**config.mk**
```make
export PLATFORM = sky130hd
export DESIGN_NAME = pfx_merge_stage
export DESIGN_NICKNAME = d
export VERILOG_FILES = /design/src/rtl/pfx_merge_pkg.sv /design/src/rtl/pfx_hold.sv /design/src/rtl/pfx_suffix_check.sv /design/src/rtl/pfx_operand.sv /design/src/rtl/pfx_merge_stage.sv
export SDC_FILE = /design/constraint.sdc
export NUM_CORES = 1
export LEC_CHECK = 0
export ABC_CLOCK_PERIOD_IN_PS = 2710
export BUFFER_PORTS_ARGS = -buffer_cell sky130_fd_sc_hd__clkbuf_2
export CAP_MARGIN = 20
export CORE_ASPECT_RATIO = 0.6
export CORE_UTILIZATION = 30
export CTS_CLUSTER_SIZE = 8
export DETAILED_ROUTE_END_ITERATION = 10
export PLACE_DENSITY = 0.65
export SLEW_MARGIN = 20
export SYNTH_ARGS = -nofsm -noshare
export SYNTH_HDL_FRONTEND = slang
export SYNTH_SLANG_ARGS = --single-unit
```
**constraint.sdc**
```tcl
create_clock -name clk -period 2.71 [get_ports clk]
set_input_delay 0.271 -clock clk [delete_from_list [all_inputs] [get_ports clk]]
set_output_delay 0.271 -clock clk [all_outputs]
set_load 0.03 [all_outputs]
```
**src/rtl/pfx_merge_pkg.sv**
```systemverilog
package pfx_merge_pkg;

    localparam int WORD_W    = 32;
    localparam int PAYLOAD_W = 26;
    localparam int OPC_W     = 6;
    localparam int IMM_LO_W  = 16;
    localparam int IMM_HI_W  = 18;
    localparam int IMM_W     = IMM_LO_W + IMM_HI_W;

    localparam logic [OPC_W-1:0] OPC_PREFIX = 6'd1;

    // Form field, payload bits 25:23
    localparam logic [2:0] FORM_EXT_LS = 3'b000;
    localparam logic [2:0] FORM_MOD_LS = 3'b100;
    localparam logic [2:0] FORM_REG_RR = 3'b110;

    typedef enum logic [1:0] {
        BASE_ZERO = 2'b00,
        BASE_REG  = 2'b01,
        BASE_PC   = 2'b10
    } base_sel_e;

    function automatic logic [OPC_W-1:0] opcode_of(input logic [WORD_W-1:0] w);
        return w[WORD_W-1 -: OPC_W];
    endfunction

    function automatic logic mod_ls_suffix(input logic [OPC_W-1:0] op);
        case (op)
            6'd14, 6'd32, 6'd34, 6'd36, 6'd38, 6'd40,
            6'd42, 6'd44, 6'd48, 6'd50, 6'd52, 6'd54: return 1'b1;
            default:                                  return 1'b0;
        endcase
    endfunction

    function automatic logic ext_ls_suffix(input logic [OPC_W-1:0] op);
        case (op)
            6'd41, 6'd57, 6'd61: return 1'b1;
            default:             return 1'b0;
        endcase
    endfunction

endpackage

```
**src/rtl/pfx_hold.sv**
```systemverilog
module pfx_hold
    import pfx_merge_pkg::*;
#(
    parameter int LO_W = 4
) (
    input  logic                 clk,
    input  logic                 rst,
    input  logic                 flush_i,
    input  logic                 stall_i,
    input  logic                 in_valid,
    input  logic                 in_fetch_fail,
    input  logic [WORD_W-1:0]    in_word,
    input  logic [LO_W-1:0]      in_addr_lo,
    output logic                 pend,
    output logic [PAYLOAD_W-1:0] payload,
    output logic [LO_W-1:0]      addr_lo
);

    always_ff @(posedge clk) begin
        if (rst || flush_i) begin
            pend    <= 1'b0;
            payload <= '0;
            addr_lo <= '0;
        end else if (!stall_i && in_valid) begin
            if (in_fetch_fail || pend) begin
                pend    <= 1'b0;
                payload <= '0;
                addr_lo <= '0;
            end else if (opcode_of(in_word) == OPC_PREFIX) begin
                pend    <= 1'b1;
                payload <= in_word[PAYLOAD_W-1:0];
                addr_lo <= in_addr_lo;
            end
        end
    end

endmodule

```
**src/rtl/pfx_suffix_check.sv**
```systemverilog
module pfx_suffix_check
    import pfx_merge_pkg::*;
(
    input  logic [5:0]       form_bits,   // payload bits 25:20
    input  logic [OPC_W-1:0] suffix_opc,
    output logic             illegal,
    output logic             nop_class
);

    logic [2:0] form;
    logic [2:0] sub;
    logic       ok;

    assign form = form_bits[5:3];
    assign sub  = form_bits[2:0];

    always_comb begin
        if (suffix_opc == OPC_PREFIX) begin
            ok = 1'b0;
        end else begin
            case (form)
                FORM_MOD_LS: ok = mod_ls_suffix(suffix_opc);
                FORM_EXT_LS: ok = ext_ls_suffix(suffix_opc);
                FORM_REG_RR: ok = (sub == 3'b000);
                default:     ok = 1'b0;
            endcase
        end
    end

    assign illegal   = !ok;
    assign nop_class = form_bits[4];

endmodule

```
**src/rtl/pfx_operand.sv**
```systemverilog
module pfx_operand
    import pfx_merge_pkg::*;
#(
    parameter int ADDR_W = 64
) (
    input  logic                prefixed,
    input  logic                rel_bit,
    input  logic [IMM_HI_W-1:0] imm_hi,
    input  logic [4:0]          ra_field,
    input  logic [IMM_LO_W-1:0] imm_lo,
    output base_sel_e           base_sel,
    output logic [ADDR_W-1:0]   disp
);

    localparam int EXT_LONG  = ADDR_W - IMM_W;
    localparam int EXT_SHORT = ADDR_W - IMM_LO_W;

    logic [IMM_W-1:0] wide_imm;

    assign wide_imm = {imm_hi, imm_lo};

    always_comb begin
        if (ra_field != 5'd0)
            base_sel = BASE_REG;
        else if (prefixed && rel_bit)
            base_sel = BASE_PC;
        else
            base_sel = BASE_ZERO;
    end

    always_comb begin
        if (prefixed)
            disp = {{EXT_LONG{wide_imm[IMM_W-1]}}, wide_imm};
        else
            disp = {{EXT_SHORT{imm_lo[IMM_LO_W-1]}}, imm_lo};
    end

endmodule

```
**src/rtl/pfx_merge_stage.sv**
```systemverilog
module pfx_merge_stage
    import pfx_merge_pkg::*;
#(
    parameter int ADDR_W   = 64,
    parameter int SEG_BITS = 6
) (
    input  logic                 clk,
    input  logic                 rst,
    input  logic                 flush_i,
    input  logic                 stall_i,
    input  logic                 in_valid,
    input  logic [WORD_W-1:0]    in_word,
    input  logic [ADDR_W-1:0]    in_addr,
    input  logic                 in_fetch_fail,
    output logic                 out_valid,
    output logic                 out_fetch_fail,
    output logic                 out_prefixed,
    output logic [PAYLOAD_W-1:0] out_prefix,
    output logic [WORD_W-1:0]    out_word,
    output logic [ADDR_W-1:0]    out_addr,
    output logic                 out_illegal,
    output logic                 out_nop,
    output logic [1:0]           out_base_sel,
    output logic [ADDR_W-1:0]    out_disp
);

    localparam int LO_W = SEG_BITS - 2;

    typedef struct packed {
        logic                 valid;
        logic                 ff;
        logic                 prefixed;
        logic [PAYLOAD_W-1:0] payload;
        logic [WORD_W-1:0]    word;
        logic [ADDR_W-1:0]    addr;
        logic                 illegal;
        logic                 nop;
        base_sel_e            base_sel;
        logic [ADDR_W-1:0]    disp;
    } rec_t;

    logic                 pend;
    logic [PAYLOAD_W-1:0] payload;
    logic [LO_W-1:0]      addr_lo;
    logic                 ff_seen;
    logic                 merging;
    logic                 chk_illegal;
    logic                 chk_nop;
    base_sel_e            op_base;
    logic [ADDR_W-1:0]    op_disp;
    rec_t                 nxt;
    rec_t                 rec_q;

    pfx_hold #(.LO_W(LO_W)) u_hold (
        .clk           (clk),
        .rst           (rst),
        .flush_i       (flush_i),
        .stall_i       (stall_i),
        .in_valid      (in_valid),
        .in_fetch_fail (in_fetch_fail),
        .in_word       (in_word),
        .in_addr_lo    (in_addr[SEG_BITS-1:2]),
        .pend          (pend),
        .payload       (payload),
        .addr_lo       (addr_lo)
    );

    pfx_suffix_check u_check (
        .form_bits  (payload[25:20]),
        .suffix_opc (opcode_of(in_word)),
        .illegal    (chk_illegal),
        .nop_class  (chk_nop)
    );

    assign merging = pend && !in_fetch_fail;

    pfx_operand #(.ADDR_W(ADDR_W)) u_operand (
        .prefixed (merging),
        .rel_bit  (payload[20]),
        .imm_hi   (payload[IMM_HI_W-1:0]),
        .ra_field (in_word[20:16]),
        .imm_lo   (in_word[IMM_LO_W-1:0]),
        .base_sel (op_base),
        .disp     (op_disp)
    );

    always_comb begin
        nxt          = '0;
        nxt.word     = in_word;
        nxt.addr     = in_addr;
        nxt.base_sel = op_base;
        nxt.disp     = op_disp;
        if (in_fetch_fail) begin
            nxt.valid = in_valid && !ff_seen;
            nxt.ff    = 1'b1;
        end else if (pend) begin
            nxt.valid                 = in_valid;
            nxt.prefixed              = 1'b1;
            nxt.payload               = payload;
            nxt.addr[SEG_BITS-1:2]    = addr_lo;
            nxt.illegal               = chk_illegal;
            nxt.nop                   = chk_nop;
        end else if (opcode_of(in_word) == OPC_PREFIX) begin
            nxt.valid = 1'b0;
        end else begin
            nxt.valid = in_valid;
        end
    end

    always_ff @(posedge clk) begin
        if (rst) begin
            rec_q   <= '0;
            ff_seen <= 1'b0;
        end else if (flush_i) begin
            rec_q.valid <= 1'b0;
            ff_seen     <= 1'b0;
        end else if (!stall_i) begin
            rec_q   <= nxt;
            ff_seen <= in_valid && in_fetch_fail;
        end
    end

    assign out_valid      = rec_q.valid;
    assign out_fetch_fail = rec_q.ff;
    assign out_prefixed   = rec_q.prefixed;
    assign out_prefix     = rec_q.payload;
    assign out_word       = rec_q.word;
    assign out_addr       = rec_q.addr;
    assign out_illegal    = rec_q.illegal;
    assign out_nop        = rec_q.nop;
    assign out_base_sel   = rec_q.base_sel;
    assign out_disp       = rec_q.disp;

endmodule

```
=== Yosys cells after proc, flatten, opt, wreduce, memory -nomap -nowiden ===
Cells that the tools add are included.

* Register bits after elaboration: 225
* Output and inout port bits: 193
* Word-level logic and storage cells: 77
* Bits of input ports: 102

* Muxes and demuxes: 23
* Reductions and logical operators: 20
* Equal/unequal tests: 18
* Bitwise gates (word level): 2

{| class="wikitable"
|+ Operators by type and width
! operator !! number
|-
| $eq 6x6->1 const B || 14
|-
| $mux 64 || 1
|-
| $mux 27 || 2
|-
| $mux 26 || 2
|-
| $mux 4 || 4
|-
| $reduce_or 12->1 || 1
|-
| $mux 1 || 9
|-
| $mux 2 || 4
|-
| $eq 3x3->1 const B || 2
|-
| $eq 6x1->1 const B || 1
|-
| $eq 6x4->1 const B || 1
|-
| $logic_not 3->1 || 2
|-
| $logic_and 1x1->1 || 5
|-
| $reduce_bool 5->1 || 1
|-
| $logic_not 1->1 || 4
|-
| $reduce_and 2->1 || 2
|-
| $pmux 1 s3 || 1
|-
| $reduce_or 3->1 || 1
|-
| $logic_or 1x1->1 || 2
|-
| $not 1->1 || 2
|-
| $reduce_bool 2->1 || 1
|-
| $reduce_or 2->1 || 1
|}

=== Depth between registers and ports, before layout ===
Gate-level depths: netlist of run 1.

* Depth in word-level cells: 8
* Gate-level depth with buffers: 7
* Mapped depth without buffers: 4

=== Hierarchy ===
Synthesis of run 1 repeated with hierarchy kept, for this count alone.

* Cell total of the unflattened synthesis: 1071
* Area total of the unflattened synthesis: 8718.4 um^2

{| class="wikitable"
|+ By module, submodules not included
! module !! area an instance (um^2) !! times used !! seq. area each (um^2) !! cells each
|-
| pfx_merge_stage || 6683.9 || 1 || 3883.7 || 822
|-
| pfx_hold || 1407.6 || 1 || 620.6 || 144
|-
| pfx_operand || 529.3 || 1 || 0.0 || 91
|-
| pfx_suffix_check || 97.6 || 1 || 0.0 || 14
|}

=== Worst setup path before layout of run 1 ===
Ideal clock, no wire load.

* Path kind: input to register
* Start point: input port in_word[31]
* End point: register u_hold.addr_lo[0]
* Path buffers: 1
* Stages: 5
* Data arrival time: 1476 ps
* Setup slack: 1164 ps
* Setup time: 70 ps
* Required time: 2640 ps
* Cell sequence: or4_4 > nor4_4 > buf_6 > nand2_1 > a21oi_1

* Cells in the longest elaborated chain, start to end: 3

{| class="wikitable"
|+ Ends and longest elaborated chain
! item !! RTL line !! text
|-
| start: declaration || pfx_merge_stage.sv:12 || <nowiki>input logic [WORD_W-1:0] in_word,</nowiki>
|-
| $eq 6x1->1 || pfx_hold.sv:29 || <nowiki>end else if (opcode_of(in_word) == OPC_PREFIX) begin</nowiki>
|-
| $reduce_bool 2->1 (no line) || n/a ||
|-
| $reduce_and 2->1 (no line) || n/a ||
|-
| end signal: assignment || pfx_hold.sv:32 || <nowiki>addr_lo <= in_addr_lo;</nowiki>
|-
| end: declaration || pfx_hold.sv:16 || <nowiki>output logic [LO_W-1:0] addr_lo</nowiki>
|}

No other way between the ends.
A chain may end at the register's enable or synchronous reset.

==> results by group, run 1 <==
Die
  • Die Ht: 118.5 microns
  • Initial Util: 30.66%
  • Core area: 22120 sq um
  • Ports: 295
  • Die span in x: 196.1 microns
  • DIE AREA: 23230 sq um
  • # rows: 42

Critical path
  • Worst path required time: 2.44 ns
  • R2r startpoint: u_hold.pend
  • WP data arrival: 1.68 ns
  • CP max FO: 32
  • Register-to-Register Setup Slack: 0.99 ns
  • CP Launch Type: register
  • Buf+Inv Stages, Crit Path: 1
  • Setup CP Type: reg -> out
  • Slowest cell on crit path: dfxtp_1
  • RR Endpoint: u_hold.payload[3]
  • CP Capture Type: output pin
  • Crit path cell chain: clkbuf_2
  • CP delay by family, top: flip-flops
  • R2R cell count: 4
  • CP max stage delay: 0.90 ns

Drt
  • Number of DRC markers in iteration 0: 299
  • Met3 wire length: 1613 microns
  • Vias: 6381
  • WL/cell: 15.07 microns
  • DR DRC count: 0
  • Met1 WL: 10220 microns
  • WL met2: 8633 microns
  • Vias/cell: 4.644
  • Drt pass-1 iters: 5
  • Antenna-violating nets left: 0
  • Final wirelength: 20700 microns
  • Max Used Layer: met4

Yosys
  • Ranking of synthesized cells by area: dfxtp_1, nand2_1, a21oi_1, buf_4, clkbuf_1
  • Area leader, netlist: dfxtp_1
  • Synth Register Bits: 178
  • Syn. warnings: 0
  • Post-synth ARST share: 0%
  • Post-synth EDFFs: 0
  • Syn_nets: 948
  • Post-synth cell types: 30
  • Register area share after synthesis: 52.54%
  • Mapped Area: 6783 sq um
  • Syn Area/Cell: 8.017 sq um
  • Cells after Synth: 846
  • Most common cell in the synthesized netlist: nand2_1
  • Ys flop type: dfxtp_1
  • Top cell type's share of synthesized area: 52.54%
  • Most instantiated cells after synthesis: nand2_1, dfxtp_1, a21oi_1, clkbuf_1, buf_4

Global routing
  • First-pass GRT wire length: 32210 microns
  • Total track usage: 17.82%
  • Largest net degree at the start of global routing: 147
  • Antenna violations before repair: 0
  • Gr ovfl total: 0
  • Vias in the first global route: 5870

Clock network
  • CTS Sinks: 178
  • # H-tree levels: 4
  • Clk buf depth: 2
  • Hold Buf Count CTS: 0
  • PostCTS Resize Cnt: 0
  • TritonCTS clock tree: done
  • Worst-Skew Late Latency: 0.43 ns
  • CTS clk-pin slew, worst paths: 0.07 ns
  • Clock Tree Root: clkbuf_16
  • Post-CTS setup repair buffer count: 0
  • Total CTS buffers: 17

Worst hold path
  • HP Start: in_addr[54]
  • End of the worst hold path: out_addr[54]
  • Hold Crit Class: in -> reg
  • Hold path cells: 3

STA
  • Setup ws final: 0.7540 ns
  • Final hold vios: 0
  • Worst-Margin Slew: 0.9116 ns
  • Final Max Tran Viols: 0
  • RSZ-0062 raised after global routing: no
  • Final worst-path cycle share: 72.18%
  • Shortest period the worst path allows: 1.956 ns
  • Clock skew: 0.007288 ns
  • FMAX: 0.5113 GHz
  • Slew headroom: 38.95%
  • Total negative slack: 0 ns
  • Final setup fails: 0

Cells and area
  • Final Net Count: 1156
  • Share of layout cells above drive strength 1: 32.36%
  • Final Core Density: 39.56%
  • Antenna diodes: 0
  • Post-route cell area: 8752 sq um
  • Area grow syn2layout: 29.04%

Pwr
  • P_leak: 3.672 nW
  • Pwr/cell area: 691.9 nW/um^2
  • Max VDD drop: 0.4322 mV
  • Total chip power: 6.056 mW

Status
  • Status: completed

Placement
  • Gp weighted congestion: 0.7566
  • Area after DPL: 8153 sq um
  • DP Wirelength: 14200 microns
  • Port bufs: 294
  • Place WS: 0.8394 ns

Flow run
  • Max cap viols: 0
[logic make-up after synthesis]
kind of cell | Yosys count | synth area share (%)
muxes | 4 | 0.5903
DFF | 178 | 52.54
and+or+nand+nor | 332 | 20.25
AOI/OAI and AO/OA | 216 | 17.23
buffers and inverters | 116 | 9.389
[cell type report]
cell class / count / area [sq um]
clock buffer: 17 / 425.4
fill: 2314 / 13370
tap: 308 / 385.4
timing repair buffer: 304 / 1587
sequential: 178 / 3563
multi-input combinational: 552 / 2614
clock inverter: 14 / 173.9
inverter: 1 / 3.754
[worst max-delay path by stage]
stage	from	endpoint	depth (start not counted)
finish	out_disp[62]	out_disp[53]	1
global placement	in_fetch_fail	u_hold.payload[7]	5
CTS	out_disp[62]	out_disp[53]	1
global route	out_disp[62]	out_disp[52]	1
detailed placement	in_word[31]	u_hold.payload[17]	6
floorplan	in_word[31]	u_hold.addr_lo[0]	5
[registers in the layout, indices dropped and copies added, names as in the netlist, 2 cells and up]
| name | flops |
|---|---|
| out_addr | 64 |
| out_prefix | 26 |
| out_word | 32 |
| out_base_sel | 2 |
| u_hold.payload | 26 |
| out_disp | 18 |
| u_hold.addr_lo | 4 |
[metal layers]
metal  track usage [%]  up-vias
met5                 0        -
met4             4.541        0
met3             6.364       18
met2             25.67      226
met1             25.00     2955
li1                  -     3182
[power breakdown]
part | leakage, nW | total, mW | internal [mW] | switching (mW)
Sequential | 1.45 | 2.75 | 2.70 | 0.0532
Clock | 0.284 | 2.54 | 1.39 | 1.15
Combinational | 1.94 | 0.758 | 0.213 | 0.545
Total | 3.67 | 6.06 | 4.30 | 1.75
[cell usage in the layout (no fill, tap or decap), drive strengths merged]
| master | netlist | routed |
|---|---|---|
| nand4 | 2 | 2 |
| and2 | 1 | 1 |
| dfxtp | 178 | 178 |
| nor2 | 34 | 34 |
| a211oi | 23 | 23 |
| nand3b | 2 | 2 |
| or2 | 3 | 3 |
| or4 | 2 | 2 |
| mux2i | 4 | 4 |
| buf | 52 | 11 |
| a22oi | 7 | 7 |
| nand2b | 5 | 5 |
| clkinvlp | 0 | 3 |
| nor4 | 2 | 2 |
| a211o | 1 | 1 |
| a21oi | 151 | 151 |
| clkinv | 0 | 3 |
| clkbuf | 63 | 310 |
| nor3 | 20 | 20 |
| nor4b | 1 | 1 |
| a31o | 1 | 1 |
| nand2 | 238 | 238 |
| bufinv | 0 | 2 |
| nor2b | 3 | 3 |
| o22ai | 1 | 1 |
| inv | 1 | 7 |
| o21ai | 31 | 31 |
| a41oi | 1 | 1 |
| nand3 | 19 | 19 |
[through the flow]
step                      std cells  hold slack, ns
after floorplan                 846          0.4070
after global placement         1343          0.4415
after detailed placement       1343          0.4459
after CTS                      1374         0.02739
after global routing           1374         0.02107
final                          1374         0.05146
Power figures use the tool's default switching activity.
==> run 2, diff against run 1 <==
Settings changed: ABC_CLOCK_PERIOD_IN_PS 2710 to 1600, PLACE_DENSITY 0.65 to 0.67.
Clock period 2.71 ns to 1.6 ns, I/O delays scaled along.
==> run 2 against run 1 <==
Compared with the run above: combinational power is 100% higher; core utilization up 5.6 points; highest routed layer unchanged; clock-buffer cell count up 3; setup slack got worse by 0.69 ns; clock skew up 0.0019 ns; non-clock buffer count rose by 111; clock power increased by 80%; largest power group unchanged; sequential power up 69%; register-to-register slack worse by 0.93 ns; critical path type is now reg -> reg; global-route usage rose by 1.9 points; flip-flop and latch count unchanged.
==> results by group, run 2 (same netlist as run 1, synthesis figures left out) <==
Placement
  • Area after DPL: 8338 sq um (+2.3%)
  • Gp weighted congestion: 0.7577 (+0.15%)
  • DP Wirelength: 14970 microns (+5.4%)
  • Port bufs: 294 (unchanged)

Clock network
  • CTS clk-pin slew, worst paths: 0.07 ns (about the same)
  • CTS Sinks: 178 (unchanged)
  • Worst-Skew Late Latency: 0.43 ns (about the same)
  • Clock Tree Root: clkbuf_16
  • Total CTS buffers: 17 (unchanged)
  • Clk buf depth: 2 (unchanged)
  • # H-tree levels: 4 (unchanged)
  • TritonCTS clock tree: done

STA
  • Final setup fails: 0 (unchanged)
  • Final Max Tran Viols: 0 (unchanged)
  • RSZ-0062 raised after global routing: no
  • Worst-Margin Slew: 0.7354 ns (-0.1763 ns)
  • FMAX: 0.6515 GHz
  • Final worst-path cycle share: 95.94%
  • Min Hold Slack: 0.02480 ns (-0.02666 ns)
  • Total negative slack: 0 ns (unchanged)
  • Clock skew: 0.009179 ns (+0.001891 ns)
  • Slew headroom: 50.98% (+12 points)
  • Final hold vios: 0 (unchanged)
  • Shortest period the worst path allows: 1.535 ns

Cells and area
  • Antenna diodes: 0 (unchanged)
  • Most common cell after layout, fill and taps aside: clkbuf_2
  • Post-route cell area: 10000 sq um (+14%)
  • Final Net Count: 1268 (+9.7%)
  • Commonest non-fill, non-tap cells in the layout: clkbuf_2, nand2_1, dfxtp_1
  • Number of flip-flops in the largest register: 64 (unchanged)
  • Share of layout cells above drive strength 1: 31.72% (-0.64 points)
  • Area grow syn2layout: 47.44%

Pwr
  • Max VDD drop: 0.6938 mV (+61%)
  • Pwr/cell area: 1076 nW/um^2 (+56%)
  • P_leak: 4.217 nW (+15%)

Critical path
  • WP data arrival: 1.90 ns (+0.22 ns)
  • CP max FO: 5 (-84%)
  • Register-to-Register Setup Slack: 0.06 ns (-0.93 ns)
  • CP Launch Type: register
  • Crit path to: u_hold.payload[13]
  • R2r startpoint: u_hold.pend
  • RR Endpoint: u_hold.payload[13]
  • Setup CP Type: reg -> reg
  • CP Capture Type: register
  • Worst Setup SP: u_hold.pend
  • R2R cell count: 7 (+3)
  • Worst path required time: 1.96 ns (-0.48 ns)

Drt
  • Final wirelength: 23350 microns (+13%)
  • Drt pass-1 iters: 5 (unchanged)
  • Vias/cell: 4.724 (+1.7%)
  • Antenna-violating nets left: 0 (unchanged)
  • DR DRC count: 0 (unchanged)
  • Vias: 7024 (+10%)
  • WL/cell: 15.70 microns (+4.2%)
  • Number of DRC markers in iteration 0: 427 (+43%)

Worst hold path
  • Hold path cells: 3 (unchanged)
  • Hold Crit Class: in -> reg

Die
  • Die span in x: 196.1 microns (unchanged)
  • Core area: 22120 sq um (unchanged)
  • Initial Util: 30.66% (unchanged)
  • DIE AREA: 23230 sq um (unchanged)
  • Ports: 295 (unchanged)
  • Die Ht: 118.5 microns (unchanged)
  • # rows: 42 (unchanged)

Global routing
  • Vias in the first global route: 6402 (+9.1%)
  • Total track usage: 19.75% (+1.9 points)
  • Antenna violations before repair: 0 (unchanged)
  • Gr ovfl total: 0 (unchanged)
  • Largest net degree at the start of global routing: 96 (-35%)
  • First-pass GRT wire length: 35500 microns (+10%)

Status
  • Status: completed

Flow run
  • Max cap viols: 0 (unchanged)
## run 2: cell count changes in the layout (fill, tap and decap cells not counted), moves of 3 or more
cell	change
dlygate4sd3_1	+88
inv_6	-4
a21oi_1	-5
buf_12	+4
a21oi_2	+5
buf_8	+3
buf_4	+12
## run 2: repair_timing
item | CTS | global route
gates cloned | 1 | 3
endpoints found under the hold margin | 109 | 0
endpoints found under the setup margin | 48 | 33
hold buffers | 88 | 0
pin swaps | 0 | 2
setup buffers | 0 | 2
resized for setup | 3 | 15
## run 2: worst min-delay path by stage
stage           startpoint      endpoint  slack [ns]
2_1_floorplan      stall_i       ff_seen        0.30
3_3_place_gp   in_addr[49]  out_addr[49]        0.38
3_5_place_dp   in_addr[14]  out_addr[14]        0.39
4_1_cts        in_word[15]  out_word[15]       0.007
5_1_grt                rst  out_word[22]        0.03
6_report       in_word[15]  out_word[15]        0.02
## run 2: metal layers
layer	track usage [%]	vias to the layer above	part of all wire, %
met5	0	-	0
met4	6.055	0	1.2
met3	6.621	21	8.3
met2	29.14	309	43
met1	27.03	3287	47
li1	-	3407	-
## run 2: layout make-up
cell class | instances | area (sq um)
clock buffer | 20 | 456.7
multi-input combinational | 553 | 2656
inverter | 1 | 3.754
fill | 2137 | 12120
timing repair buffer | 415 | 2755
tap | 308 | 385.4
clock inverter | 12 | 180.2
sequential | 178 | 3563
## run 2: metrics by stage
step / power [mW] / std cells / setup WS, ns / util [%]
after detailed placement: 6.102 / 1361 / -0.09923 / 37.69
after CTS: 10.84 / 1482 / 0.01788 / 44.66
after global placement: 6.085 / 1361 / -0.2949 / 37.65
final: 10.76 / 1487 / 0.06497 / 45.20
after global routing: 11.17 / 1487 / 0.002467 / 45.20
after floorplan: 5.643 / 846 / 0.1044 / -
## run 2: critical path: stages (launching register included)
cell	delay, ns
dfxtp_1	0.32
or2_4	0.25
buf_4	0.15
nor4_4	0.21
buf_6	0.19
clkbuf_16	0.15
nand2_1	0.07
a21oi_2	0.13
## run 2: where the power goes
group | switching, mW | internal, mW
registers | 0.0816 | 4.58
logic | 0.999 | 0.543
clock network | 1.85 | 2.71
total | 2.94 | 7.83
